===== src/rtl/dwatch_pkg.sv =====
package dwatch_pkg;

  typedef enum logic [1:0] {
    EN_OFF   = 2'b00,
    EN_STORE = 2'b01,
    EN_ANY   = 2'b10,
    EN_LOAD  = 2'b11
  } bp_en_e;

  typedef enum logic [1:0] {
    SEL_ADDR0 = 2'd0,
    SEL_ADDR1 = 2'd1,
    SEL_CTRL  = 2'd2,
    SEL_NONE  = 2'd3
  } cfg_sel_e;

  localparam int unsigned MODE_BIT = 8;

  function automatic logic kind_ok(bp_en_e en, logic is_load);
    case (en)
      EN_STORE: kind_ok = !is_load;
      EN_ANY:   kind_ok = 1'b1;
      EN_LOAD:  kind_ok = is_load;
      default:  kind_ok = 1'b0;
    endcase
  endfunction

endpackage


===== src/rtl/dwatch_regs.sv =====
module dwatch_regs
  import dwatch_pkg::*;
#(
  parameter int unsigned AW = 32
) (
  input  logic          clk,
  input  logic          rst,
  input  logic          cfg_we,
  input  logic [1:0]    cfg_sel,
  input  logic [AW-1:0] cfg_wdata,
  output logic [AW-1:0] cfg_rdata,
  output logic [AW-1:0] addr0,
  output logic [AW-1:0] addr1,
  output logic          mask_mode,
  output bp_en_e        en0,
  output bp_en_e        en1
);

  logic [AW-1:0] ctl_word;

  // address registers carry no reset
  always_ff @(posedge clk) begin
    if (cfg_we && cfg_sel == SEL_ADDR0) addr0 <= cfg_wdata;
    if (cfg_we && cfg_sel == SEL_ADDR1) addr1 <= cfg_wdata;
  end

  always_ff @(posedge clk) begin
    if (rst) begin
      mask_mode <= 1'b0;
      en0       <= EN_OFF;
      en1       <= EN_OFF;
    end else if (cfg_we && cfg_sel == SEL_CTRL) begin
      mask_mode <= cfg_wdata[MODE_BIT];
      en1       <= bp_en_e'(cfg_wdata[3:2]);
      en0       <= bp_en_e'(cfg_wdata[1:0]);
    end
  end

  always_comb begin
    ctl_word           = '0;
    ctl_word[MODE_BIT] = mask_mode;
    ctl_word[3:2]      = en1;
    ctl_word[1:0]      = en0;
  end

  always_comb begin
    case (cfg_sel)
      SEL_ADDR0: cfg_rdata = addr0;
      SEL_ADDR1: cfg_rdata = addr1;
      SEL_CTRL:  cfg_rdata = ctl_word;
      default:   cfg_rdata = '0;
    endcase
  end

  // control comes out of reset fully disabled
  a_r1_reset_ctrl: assert property (@(posedge clk) disable iff (rst)
    $past(rst) |-> (en0 == EN_OFF && en1 == EN_OFF && !mask_mode));

  // a control write lands exactly one edge later
  a_r9_ctrl_write: assert property (@(posedge clk) disable iff (rst)
    (cfg_we && cfg_sel == SEL_CTRL) |=> (en0 == bp_en_e'($past(cfg_wdata[1:0]))));

endmodule


===== src/rtl/dwatch_cmp.sv =====
module dwatch_cmp
  import dwatch_pkg::*;
#(
  parameter int unsigned AW = 32
) (
  input  logic          clk,
  input  logic          rst,
  input  logic          acc_valid,
  input  logic          acc_load,
  input  logic [AW-1:0] acc_addr,
  input  logic [AW-1:0] bp_addr,
  input  logic [AW-1:0] bp_mask,
  input  bp_en_e        bp_en,
  input  logic          bp_live,
  output logic          hit_q
);

  logic addr_eq;
  logic hit_d;

  assign addr_eq = ((acc_addr ^ bp_addr) & ~bp_mask) == '0;
  assign hit_d   = acc_valid && bp_live && kind_ok(bp_en, acc_load) && addr_eq;

  always_ff @(posedge clk) begin
    if (rst) hit_q <= 1'b0;
    else     hit_q <= hit_d;
  end

  // a hit always traces back to a valid access
  a_r7_valid_only: assert property (@(posedge clk) disable iff (rst)
    hit_q |-> $past(acc_valid));

  // store-only enable never fires on a load
  a_r4_store_only: assert property (@(posedge clk) disable iff (rst)
    (hit_q && $past(bp_en) == EN_STORE) |-> !$past(acc_load));

  // load-only enable never fires on a store
  a_r4_load_only: assert property (@(posedge clk) disable iff (rst)
    (hit_q && $past(bp_en) == EN_LOAD) |-> $past(acc_load));

  // a disabled comparator stays quiet
  a_r4_off_quiet: assert property (@(posedge clk) disable iff (rst)
    ($past(bp_en) == EN_OFF) |-> !hit_q);

endmodule


===== src/rtl/dwatch_unit.sv =====
module dwatch_unit
  import dwatch_pkg::*;
#(
  parameter int unsigned AW = 32
) (
  input  logic          clk,
  input  logic          rst,
  input  logic          cfg_we,
  input  logic [1:0]    cfg_sel,
  input  logic [AW-1:0] cfg_wdata,
  output logic [AW-1:0] cfg_rdata,
  input  logic          acc_valid,
  input  logic          acc_load,
  input  logic [AW-1:0] acc_addr,
  output logic [1:0]    hit
);

  localparam int unsigned NBP = 2;

  logic [AW-1:0] addr0, addr1;
  logic          mask_mode;
  bp_en_e        en0, en1;

  logic [AW-1:0] cmp_addr [NBP];
  logic [AW-1:0] cmp_mask [NBP];
  bp_en_e        cmp_en   [NBP];
  logic          cmp_live [NBP];

  dwatch_regs #(.AW(AW)) regs_i (
    .clk(clk), .rst(rst),
    .cfg_we(cfg_we), .cfg_sel(cfg_sel), .cfg_wdata(cfg_wdata),
    .cfg_rdata(cfg_rdata),
    .addr0(addr0), .addr1(addr1), .mask_mode(mask_mode),
    .en0(en0), .en1(en1)
  );

  always_comb begin
    cmp_addr[0] = addr0;
    cmp_mask[0] = mask_mode ? addr1 : '0;
    cmp_en[0]   = en0;
    cmp_live[0] = 1'b1;
    cmp_addr[1] = addr1;
    cmp_mask[1] = '0;
    cmp_en[1]   = en1;
    cmp_live[1] = !mask_mode;
  end

  for (genvar g = 0; g < NBP; g++) begin : g_bp
    dwatch_cmp #(.AW(AW)) cmp_i (
      .clk(clk), .rst(rst),
      .acc_valid(acc_valid), .acc_load(acc_load), .acc_addr(acc_addr),
      .bp_addr(cmp_addr[g]), .bp_mask(cmp_mask[g]),
      .bp_en(cmp_en[g]), .bp_live(cmp_live[g]),
      .hit_q(hit[g])
    );
  end

  // the second register never fires while it acts as a mask
  a_r6_mask_silent: assert property (@(posedge clk) disable iff (rst)
    hit[1] |-> !$past(mask_mode));

  // an idle access port yields no hit next cycle
  a_r7_idle_no_hit: assert property (@(posedge clk) disable iff (rst)
    !acc_valid |=> (hit == 2'b00));

  // second-register hit implies an exact address match
  a_r5_exact: assert property (@(posedge clk) disable iff (rst)
    hit[1] |-> ($past(acc_addr) == $past(addr1)));

endmodule


===== config.mk =====
export PLATFORM = sky130hd
export DESIGN_NAME = dwatch_unit
export DESIGN_NICKNAME = d
export VERILOG_FILES = /design/src/rtl/dwatch_pkg.sv /design/src/rtl/dwatch_regs.sv /design/src/rtl/dwatch_cmp.sv /design/src/rtl/dwatch_unit.sv
export SDC_FILE = /design/constraint.sdc
export NUM_CORES = 1
export LEC_CHECK = 0
export BUFFER_PORTS_ARGS = -buffer_cell sky130_fd_sc_hd__buf_2
export CORE_MARGIN = 3
export CORE_UTILIZATION = 52
export DETAILED_ROUTE_END_ITERATION = 10
export GPL_ROUTABILITY_DRIVEN = 0
export PLACE_DENSITY = 0.8
export SYNTH_ARGS = -nofsm -noshare
export SYNTH_HDL_FRONTEND = slang
export SYNTH_SLANG_ARGS = --single-unit

===== constraint.sdc =====
create_clock -name clk -period 5 [get_ports clk]
set_clock_uncertainty 0.1 [all_clocks]
set_input_delay 0.25 -clock clk [delete_from_list [all_inputs] [get_ports clk]]
set_output_delay 0.25 -clock clk [all_outputs]
set_load 0.05 [all_outputs]

## Yosys cells after proc, flatten, opt, wreduce, memory -nomap -nowiden

Cells that the tools add are included.

- Register bits after elaboration: 71
- Logic and storage cells: 36
- Memories kept: 0
- Bits in latches: 0
- Memory bits (writable): 0
- Memory bits (read-only): 0

- Muxes and demuxes: 4
- Reduce and logical (&&, ||, !) cells: 13
- Divide/modulo/power cells: 0
- Add/subtract/negate cells: 0
- Equal/unequal tests: 8
- Order comparisons: 0
- Multiply operators: 0
- Shift-type cells: 0
- Bitwise gates (word level): 4

Operators by type and width:

| operator | count |
|---|---|
| 32-bit one-hot mux with 3 select lines | 1 |
| 32-bit zero test | 2 |
| 32-bit XOR | 2 |
| 32-bit AND | 1 |
| 32-bit two-way mux | 1 |
| 32-bit inverter | 1 |
| 2-bit == test, second input constant | 5 |
| 1-bit logical AND | 8 |
| 2-bit by 1-bit == test with 1-bit output, second input constant | 3 |
| 1-bit one-hot mux with 3 select lines | 2 |
| 1-bit zero test | 2 |
| 2-bit zero test | 1 |

## Logic depth before layout (Yosys ltp)

- Depth after elaboration: 5
- Gate-level depth with buffers: 5

## Hierarchy

From an unflattened synthesis, not the netlist that was laid out.

- Cells, all modules: 317
- Area total of the unflattened synthesis: 3,892.5 um2

By module, submodules not included:

| module | sequential area each (um2) | cells an instance | instances | area each (um2) |
|---|---|---|---|---|
| dwatch_regs | 2,021.9 | 161 | 1 | 2,692.6 |
| dwatch_cmp | 20.0 | 59 | 2 | 486.7 |
| dwatch_unit | 0.0 | 38 | 1 | 226.5 |

## Worst setup path before layout

Ideal clock, no wire load.

- Path kind: input-to-reg
- Start: in cfg_sel[0]
- End: reg regs_i.addr0[0], enable pin
- Required time: 4.432 ns
- Slack: 1.369 ns
- Setup time: 0.468 ns
- Arrival time: 3.063 ns
- Stages: 3
- Path buffers: 2
- Path through: buf_2 -> buf_1 -> nor3b_1

- Word-level cells in the longest chain between the ends: 2

RTL lines:

| element | line | source |
|---|---|---|
| start: declaration | dwatch_unit.sv:9 | `input logic [1:0] cfg_sel,` |
| 2-bit zero test | dwatch_regs.sv:23 | `if (cfg_we && cfg_sel == SEL_ADDR0) addr0 <= cfg_wdata;` |
| 1-bit logical AND | dwatch_regs.sv:23 |  |
| end signal: assignment | dwatch_regs.sv:23 |  |
| end: declaration | dwatch_regs.sv:12 | `output logic [AW-1:0] addr0,` |

Every way passes these cells.
A chain may end at the register's enable or synchronous reset.

## Worst setup path after layout

- Start: in cfg_sel[0]
- End: reg regs_i.addr0[7], enable pin

The elaborated chain is that of the path after synthesis.

==> out/summary.txt <==
Final Hold Vio Count = 0
First-pass GRT wire length = 14170 µm
Worst hold start = cfg_wdata[1]
Die Wd = 89.39 µm
Syn avg cell area = 12.43 µm²
Max cap viols = 0
Final Power = 0.001424 W
Nets@finish = 494
Slowest cell on crit path = nor3b_2
RSZ-0062 raised after global routing = false
Post-CTS Resized = 0
Critical Path Sink Type = register
Cell Chain, Critical Path = buf_2 > buf_4 > nor3b_2 > buf_4
CORE AREA = 6531 µm²
Drt drc = 0
Clock slew at reported path FFs = 0.08 ns
Initial Util = 55.36%
Post-synth top cells = edfxtp_1 (64), xnor2_1 (64), nor2_1 (39)
Die area = 7991 µm²
Crit-path max cell delay = 0.93 ns
Tcrit/Tclk final = 42.29%
Slew Limit Fails = 0
Sink Count = 71
Area Growth Syn to Fin = 28.65%
Max Freq = 0.4729 GHz
IO Pins = 105
Cell Rows = 29
DRT iter0 DRCs = 189
Synth top area share = 53.15%
Flop pwr share = 49.1%
Pint = 0.001022 W
Port Buf Inserts = 104
Top_reg_cell synth = edfxtp_1
CTS tree = done
Total grt overflow = 0
CTS Hold Bufs = 20
Largest area contributor in the netlist = edfxtp_1
Top post-synthesis cells by area = edfxtp_1 (53%), xnor2_1 (16%), mux2i_1 (10%), nor2_1 (4.0%), dfxtp_1 (3.9%)
Status = finished, final reports clean
Critical path data required time = 4.92 ns
Critical Path Source Type = input port
FF+latch count, synth = 71
Seq/Total Area, Yosys = 57.02%
Post-Synthesis Cells = 291
Clk pwr share = 32.2%
Mapped Area = 3616 µm²
Distinct cells, synth = 29
Vias per cell = 5.564
H-tree lvl count = 3
Worst path arrival time = 2.03 ns
Number of enable flip-flop cells after synthesis = 64
Worst vdd ir = 239.2 µV
Vias in the first global route = 2789
Via Count = 2810
Ys async rst share = 0%
Place WS = 2.505 ns
Pin count of the biggest net entering global routing = 37
Worst slew pin tran = 1.065 ns
Initial antenna violation count = 0
CP Class = in2reg
Remaining antenna violation count = 0
Clock Latency Late Sink = 0.35 ns
Util after Layout = 71.23%
FF-to-FF Start = regs_i.addr0[9]$_DFFE_PP_
Setup tns final = 0 ns
Inserted Diodes = 0
Most used cell, CP = buf_4
Crit path time final = 2.114 ns
Total global routing track utilization = 24.68%
Die H = 89.39 µm
TritonCTS Buffers = 9
Cell area power density = 306.0 nW/µm²
Crit. Startpoint = cfg_sel[0]
Switching Share = 28.21%
Min-Delay Path Class = in2reg
Combinational share of power = 18.7%
Crit path max fanout = 36
Share of cells above drive strength 1 = 29.44%
Postcts setup bufs = 0
Worst setup slack after layout = 2.886 ns
Count of final setup violators = 0
P_sw = 0.0004017 W
Wire per inst = 18.75 µm
Ys Warns = 0
Dpl hpwl = 6831 µm
Net Count, Synth = 362
Router iterations before antenna repair = 5
Clk root buf = clkbuf_8
Leakage = 1.839 nW
Max Root-Sink Buffers = 2
Routed wire length = 9470 µm
Slew headroom = 28.71%
[cells by family (layout without fill, tap and decap cells)]
family	after synthesis	count (layout)	synth area share (%)
buffers and inverters	13	150	1.765
flip-flops	71	71	57.02
XOR/XNOR	66	66	15.99
multiplexers	37	37	10.24
AO/OA/AOI/OAI	26	26	4.325
AND/OR/NAND/NOR	78	78	10.66
[area by class of cell]
| type | count | area [µm²] |
|---|---|---|
| clock inverters | 6 | 60.06 |
| fillers | 485 | 1879 |
| well taps | 77 | 96.34 |
| repair buffers | 132 | 793.3 |
| multi-input cells | 207 | 1495 |
| flip-flops and latches | 71 | 2062 |
| clock buffers | 10 | 137.6 |
| inverters | 2 | 7.507 |
[power groups by stage]
stage / Combinational, W / Clock (W) / Sequential [W]
after floorplan: 0.000165 / 0 / 0.000707
after global placement: 0.000246 / 0 / 0.000711
after detailed placement: 0.000248 / 0 / 0.000712
after CTS: 0.000262 / 0.000460 / 0.000699
after global routing: 0.000283 / 0.000493 / 0.000703
final: 0.000266 / 0.000458 / 0.000700
[final timing paths]
| kind | to | slack (ns) | cells past startpoint |
|---|---|---|---|
| max | regs_i.addr0[7]$_DFFE_PP_ | 2.89 | 4 |
| min | regs_i.addr0[1]$_DFFE_PP_ | 0.01 | 1 |
| max reg2reg | g_bp[0].cmp_i.hit_q$_SDFF_PP0_ | 3.08 | 5 |
| min reg2reg | regs_i.en1[0]$_SDFFE_PP0P_ | 0.44 | 2 |
[sequential cells by signal, indices dropped and copies added, names as in the netlist]
register,cells
regs_i.addr0,32
regs_i.addr1,32
g_bp.cmp_i.hit_q,2
regs_i.en0,2
regs_i.en1,2
regs_i.mask_mode,1
[metrics by stage]
| stage | cell area [µm²] | hold WS [ns] | instances |
|---|---|---|---|
| floorplan | 3616 | 0.2224 | 291 |
| global placement | 4204 | 0.3389 | 464 |
| global route | 4652 | 0.0006293 | 505 |
| detailed placement | 4204 | 0.3407 | 464 |
| finish | 4652 | 0.01260 | 505 |
| CTS | 4602 | 0.002117 | 500 |
[worst max-delay path, delay by kind of cell]
| kind | cells | cell delay (ns) |
|---|---|---|
| simple gates | 1 | 0.93 |
| buf+inv | 3 | 0.83 |
[routing by layer]
layer | share of wire (%) | wire length (µm) | vias up | GRT usage, %
li1 | - | - | 1327 | -
met1 | 40 | 3768 | 1314 | 31.06
met2 | 49 | 4687 | 148 | 40.46
met3 | 8.1 | 769 | 21 | 6.452
met4 | 2.6 | 244 | 0 | 10.28
met5 | 0 | 0 | - | 0
[cell usage in the layout, fill, tap and decap left out, types with 3 or more instances in the layout]
cell and count:
clkbuf_8 10, buf_2 104, buf_4 3, o22ai_1 10, o21ai_0 7, nand4_1 11, nor2b_1 3, edfxtp_1 64
xnor2_1 64, dlygate4sd3_1 25, dfxtp_1 7, clkinv_2 3, a21oi_1 5, mux2i_1 37, nor3_1 3, nand2_1 8
nor4_1 5, nor2_1 39
No activity file was read; power rests on OpenSTA's default activity.
